**src/rtl/region_pkg.sv**
```systemverilog
package region_pkg;

    typedef enum logic [2:0] {
        CMD_NOP         = 3'd0,
        CMD_DEFINE      = 3'd1,
        CMD_DEFINE_AUTO = 3'd2,
        CMD_GROW_CODE   = 3'd3,
        CMD_GROW_DATA   = 3'd4,
        CMD_CLEAR       = 3'd5
    } cmd_e;

    typedef enum logic [1:0] {
        ST_IDLE  = 2'd0,
        ST_CHECK = 2'd1,
        ST_RESP  = 2'd2
    } state_e;

    localparam int CODE_REGION  = 0;
    localparam int DATA_REGION  = 1;
    localparam int STACK_REGION = 2;

endpackage

```
**src/rtl/region_table.sv**
```systemverilog
module region_table
    import region_pkg::*;
#(
    parameter int NREG       = 4,
    parameter int AW         = 32,
    parameter int ALIGN_LOG2 = 24,
    localparam int IW        = $clog2(NREG)
) (
    input  logic                   clk,
    input  logic                   rst_n,
    input  logic [2:0]             cmd_op,
    input  logic [IW-1:0]          cmd_idx,
    input  logic [AW-1:0]          cmd_start,
    input  logic [AW-1:0]          cmd_end,
    output logic [NREG-1:0]        tbl_valid,
    output logic [NREG-1:0][AW-1:0] tbl_start,
    output logic [NREG-1:0][AW:0]  tbl_end
);

    localparam logic [AW:0] ALIGN_V = (AW+1)'(1) << ALIGN_LOG2;
    localparam logic [AW:0] ALIGN_M = ALIGN_V - (AW+1)'(1);

    cmd_e        op;
    logic [AW:0] wide_end;
    logic [AW:0] auto_sum;
    logic [AW:0] auto_end;

    always_comb begin
        op       = cmd_e'(cmd_op);
        wide_end = {1'b0, cmd_end};
        // (start + 1 + align - 1) with the low bits cleared
        auto_sum = {1'b0, cmd_start} + ALIGN_V;
        auto_end = auto_sum & ~ALIGN_M;
    end

    for (genvar g = 0; g < NREG; g++) begin : g_slot
        localparam bit IS_CODE = (g == CODE_REGION);
        localparam bit IS_DATA = (g == DATA_REGION);
        logic sel;
        logic grow_sel;

        always_comb begin
            sel      = (cmd_idx == IW'(g));
            grow_sel = (IS_CODE && op == CMD_GROW_CODE) ||
                       (IS_DATA && op == CMD_GROW_DATA);
        end

        always_ff @(posedge clk or negedge rst_n) begin
            if (!rst_n) begin
                tbl_valid[g] <= 1'b0;
                tbl_start[g] <= '0;
                tbl_end[g]   <= '0;
            end else begin
                if (grow_sel) begin
                    if (tbl_valid[g] && wide_end >= tbl_end[g])
                        tbl_end[g] <= wide_end;
                end else if (sel) begin
                    case (op)
                        CMD_DEFINE: begin
                            tbl_valid[g] <= 1'b1;
                            tbl_start[g] <= cmd_start;
                            tbl_end[g]   <= wide_end;
                        end
                        CMD_DEFINE_AUTO: begin
                            tbl_valid[g] <= 1'b1;
                            tbl_start[g] <= cmd_start;
                            tbl_end[g]   <= auto_end;
                        end
                        CMD_CLEAR: tbl_valid[g] <= 1'b0;
                        default: ;
                    endcase
                end
            end
        end
    end

endmodule

```
**src/rtl/region_match.sv**
```systemverilog
module region_match #(
    parameter int NREG = 4,
    parameter int AW   = 32,
    localparam int IW  = $clog2(NREG),
    localparam int CW  = $clog2(NREG + 1)
) (
    input  logic [AW-1:0]           addr,
    input  logic                    word,
    input  logic [NREG-1:0]         tbl_valid,
    input  logic [NREG-1:0][AW-1:0] tbl_start,
    input  logic [NREG-1:0][AW:0]   tbl_end,
    output logic                    m_hit,
    output logic                    m_fault,
    output logic                    m_multi,
    output logic [IW-1:0]           m_idx,
    output logic [AW-1:0]           m_offset
);

    logic [NREG-1:0] hit_vec;
    logic [AW:0]     last_byte;

    // one past the last byte touched, at 33 bits so it cannot wrap
    always_comb last_byte = {1'b0, addr} + (word ? (AW+1)'(4) : (AW+1)'(1));

    for (genvar g = 0; g < NREG; g++) begin : g_cmp
        always_comb hit_vec[g] = tbl_valid[g] &&
                                 (addr >= tbl_start[g]) &&
                                 (last_byte <= tbl_end[g]);
    end

    logic [CW-1:0] count;
    logic [IW-1:0] found;

    always_comb begin
        count = '0;
        found = '0;
        for (int i = 0; i < NREG; i++) begin
            if (hit_vec[i]) begin
                count = count + CW'(1);
                found = IW'(i);
            end
        end
        m_hit    = (count == CW'(1));
        m_fault  = (count == '0);
        m_multi  = (count > CW'(1));
        m_idx    = m_hit ? found : '0;
        m_offset = m_hit ? (addr - tbl_start[found]) : '0;
    end

endmodule

```
**src/rtl/region_lookup.sv**
```systemverilog
module region_lookup
    import region_pkg::*;
#(
    parameter int NREG       = 4,
    parameter int AW         = 32,
    parameter int ALIGN_LOG2 = 24,
    localparam int IW        = $clog2(NREG)
) (
    input  logic          clk,
    input  logic          rst_n,
    input  logic [2:0]    cmd_op,
    input  logic [IW-1:0] cmd_idx,
    input  logic [AW-1:0] cmd_start,
    input  logic [AW-1:0] cmd_end,
    input  logic          req_valid,
    output logic          req_ready,
    input  logic [AW-1:0] req_addr,
    input  logic          req_word,
    output logic          resp_valid,
    output logic          resp_hit,
    output logic          resp_fault,
    output logic          resp_multi,
    output logic [IW-1:0] resp_region,
    output logic [AW-1:0] resp_offset
);

    logic [NREG-1:0]         tbl_valid;
    logic [NREG-1:0][AW-1:0] tbl_start;
    logic [NREG-1:0][AW:0]   tbl_end;

    region_table #(.NREG(NREG), .AW(AW), .ALIGN_LOG2(ALIGN_LOG2)) u_table (
        .clk       (clk),
        .rst_n     (rst_n),
        .cmd_op    (cmd_op),
        .cmd_idx   (cmd_idx),
        .cmd_start (cmd_start),
        .cmd_end   (cmd_end),
        .tbl_valid (tbl_valid),
        .tbl_start (tbl_start),
        .tbl_end   (tbl_end)
    );

    logic [AW-1:0] cap_addr;
    logic          cap_word;
    logic          m_hit, m_fault, m_multi;
    logic [IW-1:0] m_idx;
    logic [AW-1:0] m_offset;

    region_match #(.NREG(NREG), .AW(AW)) u_match (
        .addr      (cap_addr),
        .word      (cap_word),
        .tbl_valid (tbl_valid),
        .tbl_start (tbl_start),
        .tbl_end   (tbl_end),
        .m_hit     (m_hit),
        .m_fault   (m_fault),
        .m_multi   (m_multi),
        .m_idx     (m_idx),
        .m_offset  (m_offset)
    );

    state_e state, state_nx;

    always_comb begin
        state_nx = state;
        unique case (state)
            ST_IDLE:  if (req_valid) state_nx = ST_CHECK;   // accept
            ST_CHECK: state_nx = ST_RESP;                   // compare
            ST_RESP:  state_nx = ST_IDLE;                   // report
            default:  state_nx = ST_IDLE;
        endcase
    end

    always_ff @(posedge clk or negedge rst_n) begin
        if (!rst_n) state <= ST_IDLE;
        else        state <= state_nx;
    end

    // capture and result registers
    always_ff @(posedge clk or negedge rst_n) begin
        if (!rst_n) begin
            cap_addr    <= '0;
            cap_word    <= 1'b0;
            resp_hit    <= 1'b0;
            resp_fault  <= 1'b0;
            resp_multi  <= 1'b0;
            resp_region <= '0;
            resp_offset <= '0;
        end else begin
            if (state == ST_IDLE && req_valid) begin
                cap_addr <= req_addr;
                cap_word <= req_word;
            end
            if (state == ST_CHECK) begin
                resp_hit    <= m_hit;
                resp_fault  <= m_fault;
                resp_multi  <= m_multi;
                resp_region <= m_idx;
                resp_offset <= m_offset;
            end
        end
    end

    // state-decoded outputs
    always_comb begin
        req_ready  = (state == ST_IDLE);
        resp_valid = (state == ST_RESP);
    end

endmodule

```
**config.mk**
```make
export PLATFORM = sky130hd
export DESIGN_NAME = region_lookup
export DESIGN_NICKNAME = d
export VERILOG_FILES = /design/src/rtl/region_pkg.sv /design/src/rtl/region_table.sv /design/src/rtl/region_match.sv /design/src/rtl/region_lookup.sv
export SDC_FILE = /design/constraint.sdc
export NUM_CORES = 1
export LEC_CHECK = 0
export BUFFER_PORTS_ARGS = -buffer_cell sky130_fd_sc_hd__buf_4
export CORE_ASPECT_RATIO = 2
export CORE_MARGIN = 4
export CORE_UTILIZATION = 62
export CTS_CLUSTER_SIZE = 16
export DETAILED_ROUTE_END_ITERATION = 10
export GPL_TIMING_DRIVEN = 0
export PLACE_DENSITY = 0.82
export SKIP_LAST_GASP = 1
export SYNTH_ARGS = -nofsm -noshare
export SYNTH_HDL_FRONTEND = slang
export SYNTH_SLANG_ARGS = --single-unit
```
**constraint.sdc**
```tcl
create_clock -name clk -period 8.9 [get_ports clk]
set_input_delay 1.335 -clock clk [delete_from_list [all_inputs] [get_ports clk]]
set_output_delay 1.335 -clock clk [all_outputs]
set_load 0.01 [all_outputs]
```
# Yosys cells after proc, flatten, opt, wreduce, memory -nomap -nowiden
# Index checks and enable logic that the tools add are counted.
# op_classes
add_sub_neg,6
reduce_logical,33
muxes,22
order_cmp,12
bitwise,2
n_eq_ne,14
# op_table
operator,count
$mux W33,6
$le A33 B33 Y1,4
$ge A32 B32 Y1,4
$ge A32 B33 Y1,2
$pmux W33 S2,1
$bmux W32 S2,1
$mux W32,2
$add A32 B25 Y33 const B,1
$add A32 B33 Y33,1
$sub A32 B32 Y32,1
$reduce_and A3 Y1,6
$mux W3,4
$reduce_and A2 Y1,6
$logic_and A1 B1 Y1,11
$mux W2,4
$reduce_bool A2 Y1,4
$add A3 B1 Y3 const B,2
$eq A2 B2 Y1 const B,3
$eq A3 B1 Y1 const B,2
$eq A3 B2 Y1 const B,2
$eq A3 B3 Y1 const B,2
$ne A2 B2 Y1 const B,3
$reduce_bool A3 Y1,2
$eq A2 B1 Y1 const B,2
10 further kinds,13
# word_totals
in_bits,105
reg_bits,336

# Depth between registers and ports, before layout
# Gate-level depths: netlist (run 1).
# depth
depth_word,13
depth_mapped,38
depth_no_buf,36

# Cells and area by module
# Synthesis (run 1) repeated with hierarchy kept, for this count alone.
# hier_totals
cells_unflattened,2700
hier_area_um2,24853.8
# by_module_without_submodules
mod,cells_each,area_each_um2,seq_area_each_um2,instances
region_table,1104,12223.0,6606.3,1
region_match,1442,9933.3,0.0,1
region_lookup,154,2697.6,1801.7,1

# Least setup slack after synthesis (run 1)
# Ideal clock, no wire load.
# synth_path
path_kind,register to register
from,register cap_addr[6]
to,register resp_offset[31]
t_arrival_ns,7.037
path_stages_with_launch,34
n_path_buf,2
slack_ns,1.742
period_less_slack_ns,7.158
cell_sequence,dfrtp_1 > and3_1 > and3_1 > nand3_1 > nor3_1 > nand2_1 > nor2_1 > and4_1 > nand3_1 > xnor2_1 > ha_1 > and4_1 > nand2_1 > or3_1 > nand4b_1 > o21ai_0 > o211a_1 > clkbuf_1 > buf_2 > mux2i_1 > a211oi_1 > a21oi_1 > ha_1 > a211oi_1 > o21ai_0 > a221o_1 > a21oi_4 > o2bb2ai_2 > or4_4 > a31oi_4 > o21bai_2 > a21oi_2 > xnor3_1 > a22o_1
# synth_between
elab_chain_cells,12
word_cells_on_any_way,32
classes_between,5 x add/sub; 8 x order compare; 1 x eq/ne; 10 x mux; 8 x reduce/logical
# synth_lines
element,line,rtl
start: declaration,region_lookup.sv:43,logic [AW-1:0] cap_addr;
start signal: assignment,region_lookup.sv:91,cap_addr <= req_addr;
$add A32 B33 Y33 or $ge A32 B32 Y1 (tied branches),"region_match.sv:23, region_match.sv:27",
$le A33 B33 Y1 or $logic_and A1 B1 Y1 (tied branches),"region_match.sv:28, region_match.sv:26",
$logic_and A1 B1 Y1,region_match.sv:27,(addr >= tbl_start[g]) &&
$mux W1,region_match.sv:38,if (hit_vec[i]) begin
$add A1 B1 Y2,region_match.sv:39,count = count + CW'(1);
$mux W3,region_match.sv:38,
$add A3 B1 Y3,region_match.sv:39,
$mux W3,region_match.sv:38,
$add A3 B1 Y3,region_match.sv:39,
$mux W3,region_match.sv:38,
$eq A3 B1 Y1,region_match.sv:43,m_hit = (count == CW'(1));
$mux W32 *,region_match.sv:47,m_offset = m_hit ? (addr - tbl_start[found]) : '0;
end signal: assignment,region_lookup.sv:99,resp_offset <= m_offset;
end: declaration,region_lookup.sv:24,output logic [AW-1:0] resp_offset
# Every way passes the cells marked *; elsewhere a longest branch is shown, timed or not. The select of a mux whose other input is x is not followed.
# A chain may end at the register's enable or synchronous reset.

# Final worst setup path (run 1)
# layout_path
from,register cap_addr[2]
to,register resp_offset[31]
# Same word-level chain as after synthesis.

==> impl_metrics.yaml, run 1 <==
run_status:
  status: "complete, no violations"
setup_path:
  cp.arrival_ns: 9.14
  worstSetupStartpointType: "register"
  cp_max_fo: 10
  worst_path_max_delay_cell: "or4_4"
  r2r_setup_slack_ns: 0.24
  crit_path_end_kind: "register"
  critPathRequiredTime_ns: 9.38
  cpMostUsedCell: "ha_1"
  cpPeakStageDelay_ns: 0.51
  critPathKind: "register to register"
sta:
  worst_pin_slew_ns: 1.14
  period_share_pct: 97.3
  hold_viol: 0
  fmax_mhz: 115
  drv_slew: 0
  relSlewSlack_pct: 23.5
  fin_setup_tns_ns: 0
  fin_crit_ns: 8.66
  fin_skew_ns: 0.0240
  setup_viol: 0
global_route:
  grt_pass1_vias: 21600
  grt_first_pass_wirelength_um: 116000
  grt.total_usage_pct: 35.9
  antenna_found_initial: 1
  gr-total-overflow: 0
  grt_start_max_net_pins: 114
synth:
  ys_ff_latch: 336
  avgSynthCellArea_um2: 9.31
  async_reset_ff_share_pct: 100
  synth.top_cells.by_area: "dfrtp_1 (36%), ha_1 (19%), mux2_2 (4.7%)"
  syn_nets: 2984
  synthCells: 2515
  synth_edf_count: 0
  yosys.area.top_type_share_pct: 35.9
  ys_warn_count: 0
  synth-seq-area-share_pct: 35.9
  yosysTopAreaCell: "dfrtp_1"
  yosysUniqueCellTypes: 66
  synth_ff_type: "dfrtp_1"
  netlist_area_um2: 23400
cells_and_area:
  final_layout_size_suffix_gt1_share_pct: 13.2
  final_common_cell: "ha_1"
  multi_input_area_um2: 13700
  seq_area_um2: 8410
  stdcell_area_um2: 26400
  nFillCells: 2840
  final_cell_mix: "ha_1 (363), dfrtp_1 (333), inv_1 (287)"
  area_delta_synth_final_pct: 12.9
  layout.nets: 3169
flow_run:
  cap_violations: 0
die:
  coreArea_um2: 37300
  die_y_um: 283
  io_pins: 144
  die_w_um: 145
  start_util_pct: 62.8
  die-area_um2: 41100
  rows: 100
route:
  met3_length_um: 3760
  route.met2.wl_um: 38500
  detail_route.wl_per_cell_um: 23.5
  route.antenna.remaining_nets: 0
  topRoutingLayerUsed: "met4"
  routed_wl_um: 75000
  drt-initial-drc-count: 1421
  num_vias: 20400
  drtPass1Iterations: 6
  viasPerCell: 6.41
  wirelength_met1_um: 24900
  drc_errors: 0
power_and_ir_drop:
  power_per_cell_area_nw_per_um2: 328
  p_leak_nw: 13.3
  ir_worst_vdd_uv: 300
cts:
  cts_sinks: 336
  path_clk_slew_ns: 0.07
  cts_max_level: 1
  root_buffer: "clkbuf_16"
  cts_max_path_buffers: 3
  numCtsBuffers: 31
  cts_tree: "built"
  clock_latency_ns: 0.60
min_path:
  min_path_type: "register to register"
placement:
  portBuffers: 142
  gp_congestion: 0.957
  place_area_um2: 25200
  dp_hpwl_um: 58600
-- cell type report --
| type | instances | area share, % |
|---|---|---|
| inverter | 287 | 4.07 |
| tap | 459 | 2.17 |
| timing repair buffer | 155 | 4.75 |
| sequential | 336 | 31.8 |
| multi-input combinational | 1811 | 51.8 |
| clock inverter | 14 | 0.625 |
| antenna | 1 | 0.00946 |
| buffer | 78 | 1.34 |
| clock buffer | 43 | 3.45 |
-- final timing paths --
path	end	startpoint	cells after the start
worst max-delay path	resp_offset[31]	cap_addr[2]	33
worst min-delay path	resp_offset[21]	resp_offset[21]	2
worst max register to register	resp_offset[31]	cap_addr[2]	33
worst min register to register	resp_offset[21]	resp_offset[21]	2
max in group asynchronous	u_table.tbl_end[47]	rst_n	3
min in group asynchronous	u_table.tbl_start[104]	rst_n	1
-- cell usage after synthesis (3+ instances only) --
library cell and instances:
nor4_1 4, a41oi_1 3, dfrtp_1 336, clkbuf_1 64, nor3b_1 3, xnor2_1 43
o211ai_1 10, o22ai_1 3, o41ai_1 5, buf_2 10, a22oi_1 5, nor3_1 21
and4_1 11, a31oi_1 7, a2111o_1 3, o21a_1 15, o21ai_0 208, inv_1 287
nand3_1 30, ha_1 363, o221ai_1 3, mux2i_1 95, xor2_1 20, nand2_1 281
o31ai_1 30, a21oi_1 164, buf_1 5, a211oi_1 45, a221oi_1 7, a2111oi_0 4
a221o_1 3, or3_1 5, o21ai_1 3, or2_2 4, nand4_1 56, nor2b_1 23
nor2_1 102, a21o_1 60, nand2b_1 22, o21bai_1 9, and3_1 13, mux2_2 98
-- stage by stage --
step | hold WS [ns] | cells | worst slack, ns | power, W | util, %
2_1_floorplan | 0.450 | 2515 | 1.74 | 0.00547 | -
3_3_place_gp | 0.464 | 3116 | -1.09 | 0.00679 | 67.2
3_5_place_dp | 0.471 | 3119 | -1.21 | 0.00703 | 67.5
4_1_cts | 0.486 | 3173 | 0.0345 | 0.00853 | 70.5
5_1_grt | 0.506 | 3184 | -0.0182 | 0.00926 | 70.9
6_report | 0.485 | 3184 | 0.242 | 0.00867 | 70.9
-- timing repair --
item | in CTS | in global routing
pin swaps | 0 | 6
resized for setup | 17 | 27
hold buffers | 0 | 0
endpoints found under the setup margin | 15 | 7
setup buffers | 0 | 10
-- power by group --
group / total, W / switching [W] / internal [W]
clock: 0.00144 / 0.000639 / 0.000803
combinational: 0.00490 / 0.00293 / 0.00197
sequential: 0.00233 / 0.000371 / 0.00196
-- worst max-delay path, delay by kind of cell (launching register included) --
| kind | cells | cell delay (ns) |
|---|---|---|
| simple gates | 7 | 1.83 |
| buf+inv | 2 | 0.29 |
| compound gates | 18 | 3.95 |
| fa+ha+maj | 3 | 1.01 |
| mux | 1 | 0.27 |
| flops | 1 | 0.50 |
| xor+xnor | 2 | 0.70 |
-- routing by layer --
| layer | GRT usage (%) | vias up |
|---|---|---|
| met5 | 0 | - |
| met4 | 29.9 | 0 |
| met3 | 4.17 | 367 |
| met2 | 66.2 | 895 |
| met1 | 36.2 | 9912 |
| li1 | - | 9243 |
-- registers in the layout (all words and copies together), names as in the netlist --
signal and flops:
cap_addr 32, cap_word 1, resp_fault 1, resp_hit 1, resp_multi 1, resp_offset 32, resp_region 2, state 2
u_table.tbl_end 132, u_table.tbl_start 128, u_table.tbl_valid 4
-- kinds of logic after synthesis --
| group | Yosys count | synth area share, % |
|---|---|---|
| buf+inv | 368 | 6.04 |
| mux | 193 | 8.77 |
| compound gates | 607 | 16.0 |
| flops | 336 | 35.9 |
| fa+ha+maj | 364 | 19.5 |
| simple gates | 583 | 11.4 |
| xor+xnor | 64 | 2.45 |
Power figures use the tool's default switching activity.
==> run 2, diff against run 1 <==
Settings changed: CORE_MARGIN 4 to 2, CORE_UTILIZATION 62 to 56, PLACE_DENSITY 0.82 to 0.78, SLEW_MARGIN from default to 20.
Clock period 8.9 ns to 7.2 ns, I/O delays scaled along.
==> impl_metrics.yaml, run 2 (same netlist as run 1, synthesis figures left out) <==
cells_and_area:
  final_common_cell: "ha_1"
  fin_util_pct: 66.3
  reg_top3: "u_table.tbl_end x132, u_table.tbl_start x128"
  final_cell_mix: "ha_1 (354), dfrtp_1 (326), inv_1 (285)"
  final_layout_size_suffix_gt1_share_pct: 17.3
  largest_register_ffs: 132
  regMostFlops: "u_table.tbl_end"
  layout.nets: 3221
  area_delta_synth_final_pct: 17.5
die:
  rows: 106
  start_util_pct: 56.4
  io_pins: 144
  die_y_um: 293
  die_w_um: 149
  die-area_um2: 43600
  coreArea_um2: 41500
cts:
  cts_max_path_buffers: 3
  cts_tree: "built"
  root_buffer: "clkbuf_16"
  cts_sinks: 336
  numCtsBuffers: 34
  path_clk_slew_ns: 0.07
  clock_latency_ns: 0.55
  cts_max_level: 2
sta:
  period_share_pct: 104
  rsz0062_at_grt: "yes"
  drv_slew: 0
  fin_skew_ns: 0.0219
  worst_slack_ns: -0.278
  setup_viol: 6
  hold_viol: 0
  relSlewSlack_pct: 27.1
  worst_pin_slew_ns: 1.09
  fmax_mhz: 134
  fin_crit_ns: 7.48
global_route:
  grt_first_pass_wirelength_um: 110000
  gr-total-overflow: 0
  grt_start_max_net_pins: 97
  antenna_found_initial: 0
  grt_pass1_vias: 20400
  grt.total_usage_pct: 32.3
setup_path:
  critPathRequiredTime_ns: 7.63
  cpMostUsedCell: "ha_4"
  cp_num_buf_inv: 5
  cpPeakStageDelay_ns: 0.44
  cp.depth: 36
  crit_family: "compound AO/OA/AOI/OAI gates"
  critPathKind: "register to register"
  rr_worst_depth: 36
  worst_path_max_delay_cell: "dfrtp_1"
  crit_path_end_kind: "register"
  cp.arrival_ns: 7.90
  worstSetupStartpointType: "register"
  cp_max_fo: 6
power_and_ir_drop:
  ir_worst_vdd_uv: 261
  p_leak_nw: 13.7
  design_power_total_w: 0.0112
  power_per_cell_area_nw_per_um2: 406
route:
  detail_route.wl_per_cell_um: 21.2
  drt-initial-drc-count: 1461
  routed_wl_um: 70200
  route.antenna.remaining_nets: 0
  drtPass1Iterations: 6
  num_vias: 20100
  viasPerCell: 6.06
  drc_errors: 0
placement:
  portBuffers: 142
  dp_hpwl_um: 51700
  gp_congestion: 0.932
min_path:
  min_path_type: "input port to asynchronous set/reset pin"
flow_run:
  cap_violations: 0
run_status:
  failed_checks: "setup timing"
  status: "finished, violations left"
[run 2: final timing paths]
path	startpoint	endpoint	slack [ns]
setup / recovery	cap_word	resp_offset[30]	-0.28
hold / removal	rst_n	u_table.tbl_end[52]	0.32
setup reg to reg	cap_word	resp_offset[30]	-0.28
hold reg to reg	resp_offset[21]	resp_offset[21]	0.48
max in group asynchronous	rst_n	cap_addr[2]	5.41
min in group clk	resp_offset[21]	resp_offset[21]	0.48
[run 2: layout make-up]
class | instances | area [um^2]
diodes | 1 | 2.50
plain buffers | 79 | 400
clock buffers | 49 | 1040
clock inverters | 10 | 129
fillers | 3227 | 14000
inverters | 287 | 1080
multi-input cells | 1811 | 14100
flip-flops and latches | 336 | 8420
well taps | 540 | 676
repair buffers | 203 | 1680
[run 2: repair_timing]
| item | in CTS | in global routing |
|---|---|---|
| gates cloned | 1 | 0 |
| setup endpoints to repair | 37 | 33 |
| resized for setup | 127 | 26 |
| hold buffers | 0 | 0 |
| setup buffers | 45 | 12 |
| pin swaps | 51 | 19 |
[run 2: worst reg2reg max path: cells and delay by family (launching register included)]
kind	cells	cell delay [ns]
adder cells (fa/ha/maj)	4	0.89
multiplexers	1	0.22
flip-flops	1	0.44
buffers and inverters	5	0.64
XOR/XNOR	2	0.31
AND/OR/NAND/NOR	12	2.32
AO/OA/AOI/OAI	12	2.58
[run 2: per-stage QoR]
stage / worst slack, ns / std cells / cell area [um^2] / TNS (ns) / hold WS [ns]
floorplan: 0.0422 / 2515 / 23400 / 0 / 0.450
global placement: -2.38 / 3197 / 25200 / -38.98 / 0.461
detailed placement: -2.50 / 3201 / 25300 / -43.89 / 0.468
CTS: -0.0388 / 3304 / 27400 / -0.0640 / 0.307
global route: -0.487 / 3315 / 27500 / -2.64 / 0.317
finish: -0.278 / 3316 / 27500 / -1.12 / 0.321
[run 2: report_power, final]
part           switching (W)  internal, W
clock               0.000788      0.00111
sequential          0.000459      0.00242
combinational        0.00359      0.00279
[run 2: per-layer routing]
layer  global-route usage, %  vias up  routed length (um)
li1                        -     9342                   -
met3                    4.13      232                4730
met5                       0        -                   0
met2                    53.3      839               33100
met4                    16.9        0                4060
met1                    41.3     9682               28300
